## src/rtl/uart_rx_pkg.sv

```systemverilog
package uart_rx_pkg;

  // One stored character together with its status flags
  typedef struct packed {
    logic       brk;
    logic       ferr;
    logic       perr;
    logic [7:0] data;
  } rx_char_t;

endpackage

```

## src/rtl/uart_rx_deser.sv

```systemverilog
module uart_rx_deser
  import uart_rx_pkg::*;
#(
  parameter int OVS  = 16,
  parameter int SYNC = 2
) (
  input  logic       clk,
  input  logic       rst,
  input  logic       tick_en,
  input  logic       rx_line,
  input  logic [1:0] word_sel,
  input  logic       par_on,
  input  logic       par_even,
  output logic       out_valid,
  output rx_char_t   out_char
);

  localparam int TW  = $clog2(OVS);
  localparam int MID = OVS / 2;

  typedef enum logic [2:0] {S_IDLE, S_START, S_DATA, S_PAR, S_STOP} st_t;

  logic [SYNC-1:0] sync_q;
  logic            rx_s;
  st_t             state;
  logic [TW-1:0]   tick;
  logic [2:0]      bit_idx;
  logic [2:0]      last_idx;
  logic [7:0]      shreg;
  logic            par_bit;
  logic            line_prev;
  logic            par_calc;
  logic            valid_q;
  rx_char_t        char_q;

  // Two-stage synchroniser on the asynchronous input
  always_ff @(posedge clk) begin
    if (rst) sync_q <= '1;
    else     sync_q <= {sync_q[SYNC-2:0], rx_line};
  end
  assign rx_s = sync_q[SYNC-1];

  assign last_idx = {1'b1, word_sel};
  assign par_calc = par_even ? (^shreg) : ~(^shreg);

  always_ff @(posedge clk) begin
    if (rst) begin
      state     <= S_IDLE;
      tick      <= '0;
      bit_idx   <= '0;
      shreg     <= '0;
      par_bit   <= 1'b0;
      line_prev <= 1'b1;
      valid_q   <= 1'b0;
      char_q    <= '0;
    end else begin
      valid_q <= 1'b0;
      if (tick_en) begin
        line_prev <= rx_s;
        case (state)
          S_IDLE: begin
            if (line_prev && !rx_s) begin
              state <= S_START;
              tick  <= '0;
            end
          end
          S_START: begin
            if (tick == TW'(MID - 2)) begin
              tick <= '0;
              if (!rx_s) begin
                state   <= S_DATA;
                bit_idx <= '0;
                shreg   <= '0;
              end else begin
                state <= S_IDLE;
              end
            end else begin
              tick <= tick + 1'b1;
            end
          end
          S_DATA: begin
            if (tick == TW'(OVS - 1)) begin
              tick           <= '0;
              shreg[bit_idx] <= rx_s;
              if (bit_idx == last_idx) state <= par_on ? S_PAR : S_STOP;
              else                     bit_idx <= bit_idx + 1'b1;
            end else begin
              tick <= tick + 1'b1;
            end
          end
          S_PAR: begin
            if (tick == TW'(OVS - 1)) begin
              tick    <= '0;
              par_bit <= rx_s;
              state   <= S_STOP;
            end else begin
              tick <= tick + 1'b1;
            end
          end
          S_STOP: begin
            if (tick == TW'(OVS - 1)) begin
              tick        <= '0;
              state       <= S_IDLE;
              valid_q     <= 1'b1;
              char_q.data <= shreg;
              char_q.perr <= par_on && (par_bit != par_calc);
              char_q.ferr <= !rx_s;
              char_q.brk  <= !rx_s && (shreg == 8'd0) && (!par_on || !par_bit);
            end else begin
              tick <= tick + 1'b1;
            end
          end
          default: state <= S_IDLE;
        endcase
      end
    end
  end

  assign out_valid = valid_q;
  assign out_char  = char_q;

  assert_one_pulse_R2: assert property (@(posedge clk) disable iff (rst)
    out_valid |=> !out_valid);

  assert_break_implies_ferr_R5: assert property (@(posedge clk) disable iff (rst)
    (out_valid && out_char.brk) |-> out_char.ferr);

  assert_no_perr_without_parity_R3: assert property (@(posedge clk) disable iff (rst)
    (out_valid && !$past(par_on)) |-> !out_char.perr);

endmodule

```

## src/rtl/uart_rx_store.sv

```systemverilog
module uart_rx_store
  import uart_rx_pkg::*;
#(
  parameter int DEPTH = 16,
  parameter int CW    = $clog2(DEPTH) + 1
) (
  input  logic          clk,
  input  logic          rst,
  input  logic          queue_on,
  input  logic          wr_valid,
  input  rx_char_t      wr_char,
  input  logic          rd_en,
  output rx_char_t      head_char,
  output logic [CW-1:0] count,
  output logic [CW-1:0] count_nxt,
  output logic          overrun
);

  localparam int AW = $clog2(DEPTH);

  rx_char_t      mem [DEPTH];
  logic [AW-1:0] wr_ptr;
  logic [AW-1:0] rd_ptr;
  logic [CW-1:0] cap;
  logic          full;
  logic          push_ok;
  logic          drop;
  logic          pop;

  assign cap     = queue_on ? CW'(DEPTH) : CW'(1);
  assign full    = (count >= cap);
  assign push_ok = wr_valid && !full;
  assign drop    = wr_valid && full;
  assign pop     = rd_en && (count != '0);

  always_comb begin
    count_nxt = count;
    if (push_ok && !pop)      count_nxt = count + 1'b1;
    else if (!push_ok && pop) count_nxt = count - 1'b1;
  end

  // Storage array without reset so it can map onto RAM
  always_ff @(posedge clk) begin
    if (push_ok) mem[wr_ptr] <= wr_char;
  end
  assign head_char = mem[rd_ptr];

  always_ff @(posedge clk) begin
    if (rst) begin
      wr_ptr  <= '0;
      rd_ptr  <= '0;
      count   <= '0;
      overrun <= 1'b0;
    end else begin
      if (push_ok) wr_ptr <= wr_ptr + 1'b1;
      if (pop)     rd_ptr <= rd_ptr + 1'b1;
      count <= count_nxt;
      if (drop)       overrun <= 1'b1;
      else if (rd_en) overrun <= 1'b0;
    end
  end

  assert_no_overflow_R6: assert property (@(posedge clk) disable iff (rst)
    count <= CW'(DEPTH));

  assert_overrun_cause_R8: assert property (@(posedge clk) disable iff (rst)
    $rose(overrun) |-> $past(wr_valid));

  assert_empty_read_R12: assert property (@(posedge clk) disable iff (rst)
    (rd_en && count == '0 && !wr_valid) |=> (count == '0));

endmodule

```

## src/rtl/uart_rx_irq.sv

```systemverilog
module uart_rx_irq #(
  parameter int CW = 5
) (
  input  logic          clk,
  input  logic          rst,
  input  logic          irq_en,
  input  logic          queue_on,
  input  logic [1:0]    trig_sel,
  input  logic [CW-1:0] count_nxt,
  output logic          irq
);

  logic [CW-1:0] lvl;
  logic          irq_q;

  always_comb begin
    case (trig_sel)
      2'd0:    lvl = CW'(1);
      2'd1:    lvl = CW'(4);
      2'd2:    lvl = CW'(8);
      default: lvl = CW'(14);
    endcase
  end

  always_ff @(posedge clk) begin
    if (rst) irq_q <= 1'b0;
    else     irq_q <= irq_en && (queue_on ? (count_nxt >= lvl) : (count_nxt != '0));
  end

  assign irq = irq_q;

  assert_irq_gate_R11: assert property (@(posedge clk) disable iff (rst)
    !$past(irq_en) |-> !irq);

endmodule

```

## src/rtl/uart_rx_fifo_top.sv

```systemverilog
module uart_rx_fifo_top
  import uart_rx_pkg::*;
#(
  parameter int OVS   = 16,
  parameter int DEPTH = 16,
  parameter int CW    = $clog2(DEPTH) + 1
) (
  input  logic          clk,
  input  logic          rst,
  input  logic          tick_en,
  input  logic          rx_line,
  input  logic [1:0]    word_sel,
  input  logic          par_on,
  input  logic          par_even,
  input  logic          queue_on,
  input  logic [1:0]    trig_sel,
  input  logic          irq_en,
  input  logic          rd_en,
  output logic [7:0]    rd_data,
  output logic          rd_perr,
  output logic          rd_ferr,
  output logic          rd_brk,
  output logic          data_ready,
  output logic [CW-1:0] fill_level,
  output logic          overrun,
  output logic          irq
);

  logic          ch_valid;
  rx_char_t      ch;
  rx_char_t      head;
  logic [CW-1:0] cnt;
  logic [CW-1:0] cnt_nxt;

  uart_rx_deser #(.OVS(OVS), .SYNC(2)) u_deser (
    .clk      (clk),
    .rst      (rst),
    .tick_en  (tick_en),
    .rx_line  (rx_line),
    .word_sel (word_sel),
    .par_on   (par_on),
    .par_even (par_even),
    .out_valid(ch_valid),
    .out_char (ch)
  );

  uart_rx_store #(.DEPTH(DEPTH), .CW(CW)) u_store (
    .clk      (clk),
    .rst      (rst),
    .queue_on (queue_on),
    .wr_valid (ch_valid),
    .wr_char  (ch),
    .rd_en    (rd_en),
    .head_char(head),
    .count    (cnt),
    .count_nxt(cnt_nxt),
    .overrun  (overrun)
  );

  uart_rx_irq #(.CW(CW)) u_irq (
    .clk      (clk),
    .rst      (rst),
    .irq_en   (irq_en),
    .queue_on (queue_on),
    .trig_sel (trig_sel),
    .count_nxt(cnt_nxt),
    .irq      (irq)
  );

  assign rd_data    = head.data;
  assign rd_perr    = head.perr;
  assign rd_ferr    = head.ferr;
  assign rd_brk     = head.brk;
  assign fill_level = cnt;
  assign data_ready = (cnt != '0);

  assert_irq_nonempty_R9: assert property (@(posedge clk) disable iff (rst)
    irq |-> (fill_level != '0));

endmodule

```

## config.mk

```make
export PLATFORM = sky130hd
export DESIGN_NAME = uart_rx_fifo_top
export DESIGN_NICKNAME = d
export VERILOG_FILES = /design/src/rtl/uart_rx_pkg.sv /design/src/rtl/uart_rx_deser.sv /design/src/rtl/uart_rx_store.sv /design/src/rtl/uart_rx_irq.sv /design/src/rtl/uart_rx_fifo_top.sv
export SDC_FILE = /design/constraint.sdc
export NUM_CORES = 1
export LEC_CHECK = 0
export ABC_AREA = 0
export BUFFER_PORTS_ARGS = -buffer_cell sky130_fd_sc_hd__buf_2
export CAP_MARGIN = 20
export CELL_PAD_IN_SITES_DETAIL_PLACEMENT = 1
export CELL_PAD_IN_SITES_GLOBAL_PLACEMENT = 1
export CORE_ASPECT_RATIO = 0.7
export CORE_MARGIN = 2
export CORE_UTILIZATION = 50
export DETAILED_ROUTE_END_ITERATION = 16
export PLACE_DENSITY = 0.74
export SLEW_MARGIN = 25
export SYNTH_ARGS = -nofsm -noshare
export SYNTH_HDL_FRONTEND = slang
export SYNTH_SLANG_ARGS = --single-unit
export TNS_END_PERCENT = 10
```

## constraint.sdc

```tcl
create_clock -name clk -period 7.7 [get_ports clk]
set_input_delay 0.77 -clock clk [delete_from_list [all_inputs] [get_ports clk]]
set_output_delay 0.77 -clock clk [all_outputs]
set_load 0.01 [all_outputs]
```

-- After elaboration in Yosys (flattened, before gate mapping)
Memory sizes are Yosys's and may differ from the RTL's. A register that Yosys moved wholly into a read port is not among the register bits.
Cells that the tools add are included.
- bits of input ports: 13
- word-level logic and storage cells: 122
- memories: 1
- register bits: 49
- memory bits (writable): 176
- output and inout bits: 19
- memory list (name ; words ; width ; read ports ; clocked after memory_dff ; write ports ; line ; RTL):
    u_store.mem ; 16 ; 11 ; 1 ; 1 ; 1 ; uart_rx_store.sv:21 ; rx_char_t mem [DEPTH];
- reduce and logical (&&, ||, !) cells: 35
- mux-type cells: 38
- bitwise operators: 3
- eq/ne operators: 18
- $lt $le $gt $ge: 4
- add/sub/neg operators: 6
- operator list (cell ; count):
    $mux 3 ; 11
    $mux 8 ; 3
    $pmux 4 s3 ; 2
    $mux 4 ; 5
    $pmux 8 s2 ; 1
    $mux 5 ; 3
    $pmux 3 s5 ; 1
    $add 4x1->4 const B ; 3
    $ne 2x1->1 const B ; 6
    $logic_and 1x1->1 ; 11
    $reduce_bool 5->1 ; 2
    $reduce_and 3->1 ; 3
    $bwmux 8 ; 1
    $logic_not 8->1 ; 1
    $mux 1 ; 8
    $reduce_xor 8->1 ; 1
    $reduce_and 7->1 ; 1
    $eq 3x2->1 const B ; 2
    $logic_not 1->1 ; 6
    $pmux 3 s2 ; 1
    $reduce_and 6->1 ; 1
    $reduce_or 3->1 ; 2
    $add 5x1->5 const B ; 1
    $ge 5x4->1 ; 1
    23 further kinds ; 27

-- Depth between registers and ports, before layout
Gate-level depths: netlist (run 1).
- depth in word-level cells: 11
- mapped depth: 16
- mapped depth without buffers: 14

-- Hierarchy
A second synthesis (run 1) with hierarchy kept.
- cell total of the unflattened synthesis: 613
- area total of the unflattened synthesis: 9689.3 µm²
- by module, submodules not included (module ; cells each ; area each (µm²) ; instances):
    uart_rx_store ; 370 ; 7724.9 ; 1
    uart_rx_deser ; 222 ; 1810.5 ; 1
    uart_rx_irq ; 18 ; 141.4 ; 1
    uart_rx_fifo_top ; 3 ; 12.5 ; 1

-- Worst setup path before layout (run 1)
OpenSTA, ideal clock, no wires.
- path type: input -> register
- start point: in queue_on
- end point: reg u_irq.irq_q, in the netlist u_irq.irq
- path buffers: 1
- arrival: 3.150 ns
- setup time: 0.125 ns
- setup slack: 4.424 ns
- cell stages on the path: 15
- path through: inv_1 -> ha_1 -> nor4_1 -> a41o_2 -> buf_6 -> nand2_1 -> nand2_1 -> xnor2_1 -> ha_1 -> nand2b_1 -> a21o_1 -> a21o_1 -> a21oi_1 -> a311o_1 -> a31oi_1
- word-level cells in the longest chain between the ends: 11
- ends and longest elaborated chain (what ; line ; RTL):
    start, declared ; uart_rx_fifo_top.sv:15 ; input logic queue_on,
    $mux 5 ; uart_rx_store.sv:30 ; assign cap = queue_on ? CW'(DEPTH) : CW'(1);
    $ge 5x5->1 ; uart_rx_store.sv:31 ; assign full = (count >= cap);
    $logic_not 1->1 ; uart_rx_store.sv:32 ; assign push_ok = wr_valid && !full;
    $logic_and 1x1->1 ; uart_rx_store.sv:32 ;
    $logic_not 1->1 ; uart_rx_store.sv:39 ; else if (!push_ok && pop) count_nxt = count - 1'b1;
    $logic_and 1x1->1 ; uart_rx_store.sv:39 ;
    $mux 5 ; uart_rx_store.sv:39 ;
    $mux 5 ; uart_rx_store.sv:38 ; if (push_ok && !pop) count_nxt = count + 1'b1;
    $ge 5x4->1 or $reduce_bool 5->1 (tied branches) ; uart_rx_irq.sv:27 ; else irq_q <= irq_en && (queue_on ? (count_nxt >= lvl) : (count_nxt != '0));
    $mux 1 * ; uart_rx_irq.sv:27 ;
    $logic_and 1x1->1 * ; uart_rx_irq.sv:27 ;
    end signal, assigned ; uart_rx_irq.sv:27 ;
    end, declared ; uart_rx_irq.sv:14 ; logic irq_q;
Mark *: on every way between the ends. The rest lies on a longest branch, timed or not.
A chain may end at the register's enable or synchronous reset.

==> metrics, run 1 <==
status=finished, final reports clean; Via density=5.97; final hold vios=0; Pwr Total=2.81 mW; TritonCTS buffer count=23; number of sinks handled by clock tree synthesis=229; end of the worst register-to-register path=u_irq.irq; cell seen most often among critical-path stages=sky130_fd_sc_hd__mux4_2; number of inserted diodes=0; leading post-synthesis cells by cell area=sky130_fd_sc_hd__edfxtp_1 (56%), sky130_fd_sc_hd__mux4_2 (13%), sky130_fd_sc_hd__dfxtp_1 (11%); portion of total power attributed to sequential cells=48.5%; xor/xnor cell area share of the yosys netlist=1.56%; sw frac=24.5%; y dimension of the die=119 um; clock slew at reported path FFs=60 ps; top fanout value on the critical path=44; tightest hold margin=413 ps; #FFs+latches synth=229; kind of start point of the critical path=register; flop2flop setup slack=4350 ps; switching power=0.690 mW; fraction of final layout cells sized beyond drive strength 1=22.0%; final critical-path share of the clock period=47.4%; detailed-routed wire length on met2=10400 um; primary flip-flop cell chosen by synthesis mapping=sky130_fd_sc_hd__edfxtp_1; delay of the slowest cell on the worst path=670 ps; standby leakage power=3.88 nW; depth of the worst register-to-register path=13; Endpoint, Worst Hold=u_deser.sync_q[1]; unrepaired setup endpoints after global routing=false; simple-gate share of the synthesized area=7.91%; final routed DRC violation total=0; initial antenna violation count=0; required time of the critical path=6930 ps; die outline width=169 um; Area growth syn-to-layout=11.5%; sequential cell area fraction in the yosys report=66.7%; adder-cell share of the synthesized area=2.87%; number of cells produced by synthesis=616; clock tree from TritonCTS=yes; CP Cell Sequence=buf_4 -> mux4_2 -> mux4_2 -> buf_2; number of pins exceeding their max-slew limit in the final report=0; maximum buffer depth of the clock tree=3; all-layer global routing usage=22.5%; total detailed-routing wirelength=21800 um; die area=20200 um2; Least-Margin Pin Slew=1030 ps; DRT Pass-1 Iters=5; wire length of the first global-routing pass=33800 um; Cell Area, Synth=9520 um2; classification of the worst setup path=register to output port; Sum Neg Setup Slack=0 ps; average footprint of a synthesized cell=15.5 um2; worst path arrival time=2880 ps; library cell contributing the largest single delay on the critical path=sky130_fd_sc_hd__buf_4; total via count in the routed design=5346; area share of the leading cell type in the synthesized netlist=55.5%; proportion of synthesized flip-flops having asynchronous set or reset=0%; gpl congestion=0.760; final HPWL from detailed placement=14300 um; startpoint of the most critical hold path=u_deser.sync_q[0]; effective utilization at floorplan=50.7%; combinational fraction of design power=13.9%; number of ports placed on the die boundary=32; num rows=42; hold path depth=1; endpoint class of the critical path=output port; H-tree level count=1; Antenna Violating Nets Remaining=0; final period demand of the worst path=3650 ps; Max Freq=274 MHz; Port Buf Inserts=31; internal portion of total power=2.12 mW; Synthesized Nets=650; total gr overflow=0; Post-synth EDFFs=176; root buffer cell=sky130_fd_sc_hd__clkbuf_16; post-route met1 wirelength=9690 um; distinct cell type count of the synthesized netlist=58; # Post-CTS Setup Buffers=0; WL/cell=24.3 um; number of warning messages in the yosys log=0; highest signal layer in the routed design=met4; fraction of power consumed by the clock network=37.6%; via count of the first global-routing pass=5638; Core Box Area=18800 um2; maximum number of pins on one net before global-route repair=51; source of the worst register-to-register timing path=u_store.count[0]; largest area contributor in the netlist=sky130_fd_sc_hd__edfxtp_1; power per cell area=265 nW/um2; share of cell area taken by muxes after synthesis=13.6%; compound-cell area share of the yosys netlist=4.67%; worst-case clock skew=9.00 ps; worst slew margin relative to its limit=31.1%; detailed-routed wire length on met3=1470 um; final design utilization=56.6%; Final #Nets=674; VDD IR max=0.213 mV; Min-Delay Path Class=register to register; iteration-0 DRC count of the detailed router=457; largest family of logic cells by synthesized area=multiplexers; count of maximum capacitance violations=0; final number of setup-violating endpoints=0; Post-CTS Hold Buffers=0; PostCTS Resize Cnt=0; insertion delay of the later-clocked pin in the worst-skew pair=500 ps
-- state kept, by name, summed over array words and instances, names as in the netlist, named ones only --
name and flops:
u_deser.bit_idx 3, u_deser.tick 4, u_deser.state 3, u_deser.sync_q 2, u_deser.par_bit 1, u_store.wr_ptr 4, u_deser.line_prev 1, u_store.rd_ptr 4
u_store.overrun 1, u_deser.shreg 8, u_irq.irq 1, u_store.mem 176, u_deser.out_valid 1, u_deser.out_char 11, u_store.count 5
-- synth_stat cells (2+ instances only) --
| cell | number |
|---|---|
| sky130_fd_sc_hd__edfxtp_1 | 176 |
| sky130_fd_sc_hd__mux4_2 | 55 |
| sky130_fd_sc_hd__dfxtp_1 | 53 |
| sky130_fd_sc_hd__nor2_1 | 50 |
| sky130_fd_sc_hd__nand2_1 | 41 |
| sky130_fd_sc_hd__a21oi_1 | 30 |
| sky130_fd_sc_hd__inv_1 | 28 |
| sky130_fd_sc_hd__clkbuf_1 | 21 |
| sky130_fd_sc_hd__ha_1 | 21 |
| sky130_fd_sc_hd__o21ai_0 | 16 |
| sky130_fd_sc_hd__xnor2_1 | 11 |
| sky130_fd_sc_hd__buf_2 | 9 |
| sky130_fd_sc_hd__nand3_1 | 9 |
| sky130_fd_sc_hd__nor3_1 | 8 |
| sky130_fd_sc_hd__nand2b_1 | 7 |
| sky130_fd_sc_hd__mux2i_1 | 6 |
| sky130_fd_sc_hd__nand4_1 | 6 |
| sky130_fd_sc_hd__xor2_1 | 6 |
| sky130_fd_sc_hd__a31oi_1 | 5 |
| sky130_fd_sc_hd__nor2b_1 | 5 |
| sky130_fd_sc_hd__nor3b_1 | 5 |
| sky130_fd_sc_hd__or2_2 | 3 |
| sky130_fd_sc_hd__a211o_1 | 2 |
| sky130_fd_sc_hd__a21o_1 | 2 |
| sky130_fd_sc_hd__a22oi_1 | 2 |
| sky130_fd_sc_hd__and3_1 | 2 |
| sky130_fd_sc_hd__and3b_1 | 2 |
| sky130_fd_sc_hd__buf_1 | 2 |
| sky130_fd_sc_hd__o21a_1 | 2 |
| sky130_fd_sc_hd__or3b_1 | 2 |
| sky130_fd_sc_hd__or4_1 | 2 |
-- logic make-up (layout without fill, tap and decap cells) --
family	after synthesis	after routing
xor+xnor	17	17
fa+ha+maj	22	22
buf+inv	62	100
compound gates	73	73
mux	61	61
flops	229	229
simple gates	152	152
-- power by group through the flow --
stage	Combinational [mW]	Clock (mW)	Sequential [mW]
after global placement	0.382	0	1.39
final	0.390	1.06	1.37
after floorplan	0.310	0	1.38
after CTS	0.397	1.07	1.37
after global routing	0.435	1.12	1.37
after detailed placement	0.394	0	1.39
-- cells in the final DEF, fill, tap and decap left out, types with 16 or more instances in the layout --
cell and count:
sky130_fd_sc_hd__mux4_2 55, sky130_fd_sc_hd__inv_1 28, sky130_fd_sc_hd__ha_1 21, sky130_fd_sc_hd__dfxtp_1 51, sky130_fd_sc_hd__a21oi_1 30, sky130_fd_sc_hd__o21ai_0 16
sky130_fd_sc_hd__buf_2 31, sky130_fd_sc_hd__nor2_1 39, sky130_fd_sc_hd__nand2_1 41, sky130_fd_sc_hd__edfxtp_1 176, sky130_fd_sc_hd__clkbuf_16 23
-- metrics by stage --
stage                     setup slack (ps)  std cells  cell area (um2)
final                                 4050        896            10600
after global routing                  3900        896            10600
after CTS                             4020        896            10600
after detailed placement              3890        857             9870
after global placement                4050        857             9860
after floorplan                       4420        616             9520
-- worst max path at each step --
stage / start / end / cells after the start
finish: register / rd_brk / 4
global route: register / rd_brk / 4
CTS: register / rd_data[5] / 4
detailed placement: queue_on / u_irq.irq / 15
global placement: queue_on / u_irq.irq / 15
floorplan: queue_on / u_irq.irq / 15
-- layer usage --
metal,vias to the layer above,global-route usage (%)
li1,2380,-
met1,2808,32.8
met2,140,35.7
met3,18,5.48
met4,0,3.23
met5,-,0
-- critical path: cells and delay by family (launching register included) --
family,cells,cell delay (ps)
buffers and inverters,2,840
DFF,1,320
muxes,2,1170
-- final cells by class --
class                      instances  area (um2)
timing repair buffer              33         170
tap                              242         303
inverter                          28         105
clock buffer                      33         653
multi-input combinational        325        2980
clock inverter                     6        52.6
sequential                       229        6350
fill                            1755        8150
No activity file was read; power rests on OpenSTA's default activity.
==> inputs of run 2 (changes only) <==
--- a/config.mk
+++ b/config.mk
@@ -5,16 +5,16 @@
 export SDC_FILE = /design/constraint.sdc
 export NUM_CORES = 1
 export LEC_CHECK = 0
-export ABC_AREA = 0
+export ABC_AREA = 1
 export BUFFER_PORTS_ARGS = -buffer_cell sky130_fd_sc_hd__buf_2
 export CAP_MARGIN = 20
 export CELL_PAD_IN_SITES_DETAIL_PLACEMENT = 1
 export CELL_PAD_IN_SITES_GLOBAL_PLACEMENT = 1
 export CORE_ASPECT_RATIO = 0.7
 export CORE_MARGIN = 2
-export CORE_UTILIZATION = 50
+export CORE_UTILIZATION = 45
 export DETAILED_ROUTE_END_ITERATION = 16
-export PLACE_DENSITY = 0.74
+export PLACE_DENSITY = 0.73
 export SLEW_MARGIN = 25
 export SYNTH_ARGS = -nofsm -noshare
 export SYNTH_HDL_FRONTEND = slang
==> constraint.sdc (replaced) <==
create_clock -name clk -period 3.1 [get_ports clk]
set_input_delay 0.31 -clock clk [delete_from_list [all_inputs] [get_ports clk]]
set_output_delay 0.31 -clock clk [all_outputs]
set_load 0.01 [all_outputs]
==> run 2 against run 1 <==
Against the previous run:
- global-route usage shrank 1.6 points
- largest cell class unchanged
- clock skew grew 0.93 ps
- wire length grew 8.9%
- sequential power grew to 2.6 times the previous value
- die area grew 15%
- setup slack lost 3800 ps
- power grew to 2.9 times the previous value
- synthesized area grew 4.0%
- critical endpoint is now rd_ferr
==> metrics, run 2 <==
status=finished, final reports clean (unchanged); Core Box Area=21600 um2 (was 18800 um2); die area=23200 um2 (was 20200 um2); Post-synth EDFFs=176 (unchanged); Cell Area, Synth=9900 um2 (was 9520 um2); total gr overflow=0 (unchanged); Max Freq=356 MHz; unrepaired setup endpoints after global routing=false (unchanged); clock tree from TritonCTS=yes (unchanged); required time of the critical path=2790 ps (was 6930 ps); proportion of synthesized flip-flops having asynchronous set or reset=0% (unchanged); count of maximum capacitance violations=0 (unchanged); leading post-synthesis cells by cell area=sky130_fd_sc_hd__edfxtp_1 (53%), sky130_fd_sc_hd__dfxtp_1 (11%), sky130_fd_sc_hd__mux2i_1 (4.4%) (was sky130_fd_sc_hd__edfxtp_1 (56%), sky130_fd_sc_hd__mux4_2 (13%), sky130_fd_sc_hd__dfxtp_1 (11%)); top post-synthesis cells by count=sky130_fd_sc_hd__edfxtp_1 (176), sky130_fd_sc_hd__inv_1 (92), sky130_fd_sc_hd__o21ai_0 (84) (was sky130_fd_sc_hd__edfxtp_1 (176), sky130_fd_sc_hd__mux4_2 (55), sky130_fd_sc_hd__dfxtp_1 (53)); total via count in the routed design=6539 (was 5346); Synthesized Nets=895 (was 650); final HPWL from detailed placement=15400 um (was 14300 um); initial antenna violation count=0 (unchanged); final critical-path share of the clock period=90.5%; iteration-0 DRC count of the detailed router=378 (was 457); worst path arrival time=2500 ps (was 2880 ps); Via density=5.44 (was 5.97); Area growth syn-to-layout=12.7% (was 11.5%); cell with the most instances after synthesis=sky130_fd_sc_hd__edfxtp_1 (unchanged); maximum number of pins on one net before global-route repair=56 (was 51); # Post-CTS Setup Buffers=0 (unchanged); final hold vios=0 (unchanged); y dimension of the die=128 um (was 119 um); primary flip-flop cell chosen by synthesis mapping=sky130_fd_sc_hd__edfxtp_1 (unchanged); gpl congestion=0.822 (was 0.760); worst-case clock skew=9.93 ps (was 9.00 ps); Port Buf Inserts=31 (unchanged); WL/cell=19.7 um (was 24.3 um); number of warning messages in the yosys log=0 (unchanged); number of cells produced by synthesis=861 (was 616); worst slew margin relative to its limit=49.5% (was 31.1%); sequential cell area fraction in the yosys report=64.1% (was 66.7%); number of pins exceeding their max-slew limit in the final report=0 (unchanged); Final #Nets=939 (was 674); commonest non-fill, non-tap cell in the layout=sky130_fd_sc_hd__edfxtp_1 (unchanged); Least-Margin Pin Slew=756 ps (was 1030 ps); root buffer cell=sky130_fd_sc_hd__clkbuf_16 (unchanged); #FFs+latches synth=229 (unchanged); top fanout value on the critical path=55 (was 44); largest area contributor in the netlist=sky130_fd_sc_hd__edfxtp_1 (unchanged); total detailed-routing wirelength=23700 um (was 21800 um); Most flops, register=u_store.mem (unchanged); DRT Pass-1 Iters=5 (unchanged); final period demand of the worst path=2810 ps; Antenna Violating Nets Remaining=0 (unchanged); number of inserted diodes=0 (unchanged); all-layer global routing usage=20.9% (was 22.5%); average footprint of a synthesized cell=11.5 um2 (was 15.5 um2); die outline width=181 um (was 169 um); standby leakage power=4.16 nW (was 3.88 nW); TritonCTS buffer count=23 (unchanged); clock slew at reported path FFs=60 ps (about the same); insertion delay of the later-clocked pin in the worst-skew pair=510 ps (was 500 ps); final setup margin=294 ps (was 4050 ps); area share of the leading cell type in the synthesized netlist=53.4% (was 55.5%); number of flip-flops in the largest register=176 (unchanged); VDD IR max=0.345 mV (was 0.213 mV); kind of start point of the critical path=register (unchanged); num rows=45 (was 42); highest-count cells in the layout ignoring fill and taps=sky130_fd_sc_hd__edfxtp_1 (176), sky130_fd_sc_hd__inv_1 (92), sky130_fd_sc_hd__o21ai_0 (84) (was sky130_fd_sc_hd__edfxtp_1 (176), sky130_fd_sc_hd__mux4_2 (55), sky130_fd_sc_hd__dfxtp_1 (51)); H-tree level count=1 (unchanged); Min-Delay Path Class=primary input to register (was register to register); effective utilization at floorplan=45.8% (was 50.7%); endpoint class of the critical path=output port (unchanged); distinct cell type count of the synthesized netlist=48 (was 58); number of sinks handled by clock tree synthesis=229 (unchanged); Sum Neg Setup Slack=0 ps (unchanged); classification of the worst setup path=register to output port (unchanged); worst slack at placement=345 ps (was 3890 ps); final routed DRC violation total=0 (unchanged); via count of the first global-routing pass=6742 (was 5638); PostCTS Resize Cnt=0 (unchanged); number of ports placed on the die boundary=32 (unchanged); maximum buffer depth of the clock tree=3 (unchanged); wire length of the first global-routing pass=37600 um (was 33800 um); final number of setup-violating endpoints=0 (unchanged); fraction of final layout cells sized beyond drive strength 1=13.4% (was 22.0%); power per cell area=735 nW/um2 (was 265 nW/um2)
==> run 2: changes by cell type after synthesis, sizes merged, moves of 40 or more <==
| cell | delta |
|---|---|
| o211ai | +45 |
| nand2 | +40 |
| mux4 | -55 |
| o21ai | +69 |
| a21oi | +55 |
| inv | +71 |
==> run 2: stage by stage <==
step / power (mW) / utilization, % / instances / hold WS, ps / instance area, um2
2_1_floorplan: 5.00 / - / 861 / 389 / 9900
3_3_place_gp: 5.53 / 48.3 / 1161 / 393 / 10400
3_5_place_dp: 5.56 / 48.3 / 1161 / 397 / 10400
4_1_cts: 8.26 / 51.6 / 1203 / 42.2 / 11200
5_1_grt: 8.61 / 51.6 / 1203 / 73.8 / 11200
6_report: 8.20 / 51.6 / 1203 / 53.6 / 11200
==> run 2: area by class of cell <==
| type | count | area (um2) |
|---|---|---|
| clock inverter | 8 | 88.8 |
| inverter | 100 | 375 |
| clock buffer | 33 | 623 |
| fill | 2303 | 10500 |
| tap | 282 | 353 |
| multi-input combinational | 492 | 3000 |
| sequential | 229 | 6350 |
| timing repair buffer | 59 | 368 |
==> run 2: metal layers <==
layer  track usage [%]  wire length (um)  vias up  part of all wire (%)
li1                  -                 -     3145                     -
met1              29.4             11500     3259                    48
met2              34.6             11100       96                    47
met3              2.81               722       39                   3.0
met4              5.36               486        0                   2.0
met5                 0                 0        -                     0
==> run 2: report_power, final <==
| part | switching, mW | internal, mW |
|---|---|---|
| clock | 1.13 | 1.56 |
| sequential | 0.199 | 3.33 |
| combinational | 1.23 | 0.746 |
==> run 2: kinds of logic (layout without fill, tap and decap cells) <==
group                      count (synthesis)  after routing  synth area share [%]
AOI/OAI and AO/OA                        229            229                  13.3
xor gates and xnor gates                  11             11                 0.973
adders and majority gates                 21             21                  2.65
buffers and inverters                    140            200                  5.62
DFF                                      229            229                  64.1
muxes                                     44             44                  4.45
and+or+nand+nor                          187            187                  8.93
==> run 2: path summary, 6_finish.rpt <==
path,startpoint,endpoint,slack [ps],cells after the start
worst min-delay path,irq_en,u_irq.irq,50,3
worst max-delay path,register,rd_ferr,290,7
worst min register to register,u_deser.sync_q[0],u_deser.sync_q[1],410,1
worst max register to register,u_store.count[0],u_irq.irq,350,18
==> run 2: what timing repair did <==
item | CTS | global route
hold endpoints to repair | 1 | 0
setup endpoints to repair | 0 | 0
hold buffers | 1 | 0
==> run 2: critical path, stage by stage (launching register included) <==
cell and delay [ps]:
sky130_fd_sc_hd__dfxtp_4 770, sky130_fd_sc_hd__buf_4 400, sky130_fd_sc_hd__a21oi_1 120, sky130_fd_sc_hd__o21ai_0 170, sky130_fd_sc_hd__o211ai_1 140, sky130_fd_sc_hd__nand3_1 120, sky130_fd_sc_hd__nand2_1 90, sky130_fd_sc_hd__buf_2 150
==> inputs of run 3 (changes only) <==
--- a/config.mk
+++ b/config.mk
@@ -10,7 +10,6 @@
 export CAP_MARGIN = 20
 export CELL_PAD_IN_SITES_DETAIL_PLACEMENT = 1
 export CELL_PAD_IN_SITES_GLOBAL_PLACEMENT = 1
-export CORE_ASPECT_RATIO = 0.7
 export CORE_MARGIN = 2
 export CORE_UTILIZATION = 45
 export DETAILED_ROUTE_END_ITERATION = 16
==> constraint.sdc (replaced) <==
create_clock -name clk -period 2.4 [get_ports clk]
set_input_delay 0.24 -clock clk [delete_from_list [all_inputs] [get_ports clk]]
set_output_delay 0.24 -clock clk [all_outputs]
set_load 0.01 [all_outputs]
==> run 3 against run 2 <==
Against the previous run:
- the run now ends with setup timing left
- flip-flop and latch count unchanged
- die area about the same
- critical path depth increased by 12
- final cell count increased by 2.3%
==> metrics, run 3 (synthesized netlist as in run 2, its figures left out) <==
status=complete, but fails checks (was finished, final reports clean); failing checks=setup timing; depth of the worst register-to-register path=19 (was 18); commonest non-fill, non-tap cell in the layout=sky130_fd_sc_hd__edfxtp_1 (unchanged); final routed DRC violation total=0 (unchanged); cell seen most often among critical-path stages=sky130_fd_sc_hd__a21oi_1; final design utilization=54.1% (was 51.6%); Least-Margin Pin Slew=747 ps (was 756 ps); startpoint of the most critical hold path=par_on (was irq_en); Min-Delay Path Class=primary input to register (unchanged); unrepaired setup endpoints after global routing=true (was false); maximum buffer depth of the clock tree=3 (unchanged); final number of setup-violating endpoints=1 (was 0); Most flops, register=u_store.mem (unchanged); all-layer global routing usage=21.7% (was 20.9%); endpoint class of the critical path=register (was output port); number of pins exceeding their max-slew limit in the final report=0 (unchanged); maximum number of pins on one net before global-route repair=51 (was 56); sequential cell area=6360 um2 (was 6350 um2); via count of the first global-routing pass=7259 (was 6742); final period demand of the worst path=2510 ps; CP Cell Sequence=inv_4 -> ha_4 -> nor2_4 -> nand3_2 -> nand2_4 -> nand3_4 -> nand2_8 -> nand2_1 -> nand2_1 -> nand2_2 -> inv_2 -> ha_4 -> inv_2 -> a21boi_2 -> o21a_1 -> o21ai_1 -> a21oi_1 -> a21oi_1 -> a21oi_1 (was buf_4 -> a21oi_1 -> o21ai_0 -> o211ai_1 -> nand3_1 -> nand2_1 -> buf_2); source of the worst register-to-register timing path=u_store.count[0] (unchanged); total via count in the routed design=6742 (was 6539); kind of start point of the critical path=register (unchanged); Core Box Area=21700 um2 (was 21600 um2); Via density=5.48 (was 5.44); worst path arrival time=2910 ps (was 2500 ps); Final #Nets=966 (was 939); combined area of the multi-input logic cells=3130 um2 (was 3000 um2); effective utilization at floorplan=45.7% (was 45.8%); flop2flop setup slack=-110 ps (was 350 ps); number of sinks handled by clock tree synthesis=229 (unchanged); total gr overflow=0 (unchanged); top fanout value on the critical path=5 (was 55); worst path buffer plus inverter count=3 (was 2); hold path depth=3 (unchanged); die outline width=152 um (was 181 um); wire length of the first global-routing pass=39900 um (was 37600 um); total of fill cells in the finished design=2257 (was 2303); Max Freq=399 MHz; worst-case clock skew=17.7 ps (was 9.93 ps); H-tree level count=1 (unchanged); gpl congestion=0.802 (was 0.822); required time of the critical path=2810 ps (was 2790 ps); Endpoint, Worst Hold=u_deser.out_char[8] (was u_irq.irq); final hold vios=0 (unchanged); clock tree from TritonCTS=yes (unchanged); delay of the slowest cell on the worst path=350 ps (was 770 ps); classification of the worst setup path=register to register (was register to output port); DRT Pass-1 Iters=5 (unchanged); power per cell area=992 nW/um2 (was 735 nW/um2); initial antenna violation count=0 (unchanged); Area growth syn-to-layout=18.5% (was 12.7%); num rows=54 (was 45); Antenna Violating Nets Remaining=0 (unchanged); highest-count cells in the layout ignoring fill and taps=sky130_fd_sc_hd__edfxtp_1 (176), sky130_fd_sc_hd__inv_1 (89), sky130_fd_sc_hd__a21oi_1 (82) (was sky130_fd_sc_hd__edfxtp_1 (176), sky130_fd_sc_hd__inv_1 (92), sky130_fd_sc_hd__o21ai_0 (84)); worst slack at placement=-191 ps (was 345 ps); die area=23200 um2 (about the same); total detailed-routing wirelength=25500 um (was 23700 um); iteration-0 DRC count of the detailed router=385 (was 378); standby leakage power=4.18 nW (was 4.16 nW); Port Buf Inserts=31 (unchanged); WL/cell=20.7 um (was 19.7 um); root buffer cell=sky130_fd_sc_hd__clkbuf_16 (unchanged); final setup margin=-105 ps (was 294 ps); number of inserted diodes=0 (unchanged); VDD IR max=0.715 mV (was 0.345 mV); end of the worst register-to-register path=u_irq.irq (unchanged); number of flip-flops in the largest register=176 (unchanged); final critical-path share of the clock period=104%; final HPWL from detailed placement=16200 um (was 15400 um); family of cells with the greatest summed delay on the critical path=simple AND/OR/NAND/NOR gates (was flip-flops); TritonCTS buffer count=25 (was 23); library cell contributing the largest single delay on the critical path=sky130_fd_sc_hd__dfxtp_4 (unchanged); y dimension of the die=152 um (was 128 um); count of maximum capacitance violations=0 (unchanged); insertion delay of the later-clocked pin in the worst-skew pair=530 ps (was 510 ps); worst slew margin relative to its limit=50.1% (was 49.5%); number of ports placed on the die boundary=32 (unchanged); clock slew at reported path FFs=60 ps (about the same); fraction of final layout cells sized beyond drive strength 1=18.6% (was 13.4%)
==> run 3: power breakdown <==
part	total (mW)	switching, mW	leakage (nW)	internal (mW)
Combinational	3.20	1.93	1.98	1.28
Clock	3.91	1.58	0.401	2.33
Sequential	4.52	0.200	1.80	4.32
==> run 3: tightest hold or removal path: stages <==
cell and delay, ps:
sky130_fd_sc_hd__buf_2 130, sky130_fd_sc_hd__nand3_1 80, sky130_fd_sc_hd__a21oi_1 50
==> run 3: worst max-delay path by stage <==
| stage | from | end | slack (ps) | depth (start not counted) |
|---|---|---|---|---|
| global route | u_store.count[0] | u_irq.irq | -200 | 19 |
| global placement | queue_on | u_irq.irq | -60 | 19 |
| finish | u_store.count[0] | u_irq.irq | -110 | 19 |
| CTS | u_store.count[0] | u_irq.irq | -50 | 17 |
| detailed placement | queue_on | u_irq.irq | -190 | 18 |
| floorplan | u_store.count[0] | u_irq.irq | 5 | 17 |
==> run 3: stage by stage <==
stage	cells	hold WS, ps	instance area, um2	power (mW)	setup TNS [ps]
floorplan	861	344	9900	6.39	0
global placement	1177	398	10700	7.28	-64.7
detailed placement	1177	404	10700	7.37	-191
CTS	1229	1.46	11600	11.4	-47.0
global route	1231	42.9	11700	12.2	-1740
finish	1231	32.1	11700	11.6	-105
==> run 3: what timing repair did <==
item / CTS / global route
pin swaps: 10 / 20
gates resized for setup: 9 / 31
hold endpoints to repair: 2 / 0
hold buffers: 2 / 0
setup buffers: 4 / 2
endpoints found under the setup margin: 12 / 125
==> run 3: cell type report <==
class | instances | area share, %
clock inverters | 15 | 1.32
clock buffers | 31 | 5.79
flip-flops and latches | 229 | 54.2
well taps | 280 | 2.99
multi-input cells | 492 | 26.7
inverters | 100 | 3.24
repair buffers | 84 | 5.76
==> run 3: layer usage <==
metal	track usage, %	routed length, um
met5	0	0
met4	5.96	806
met3	2.99	911
met2	40.0	13200
met1	26.7	10600
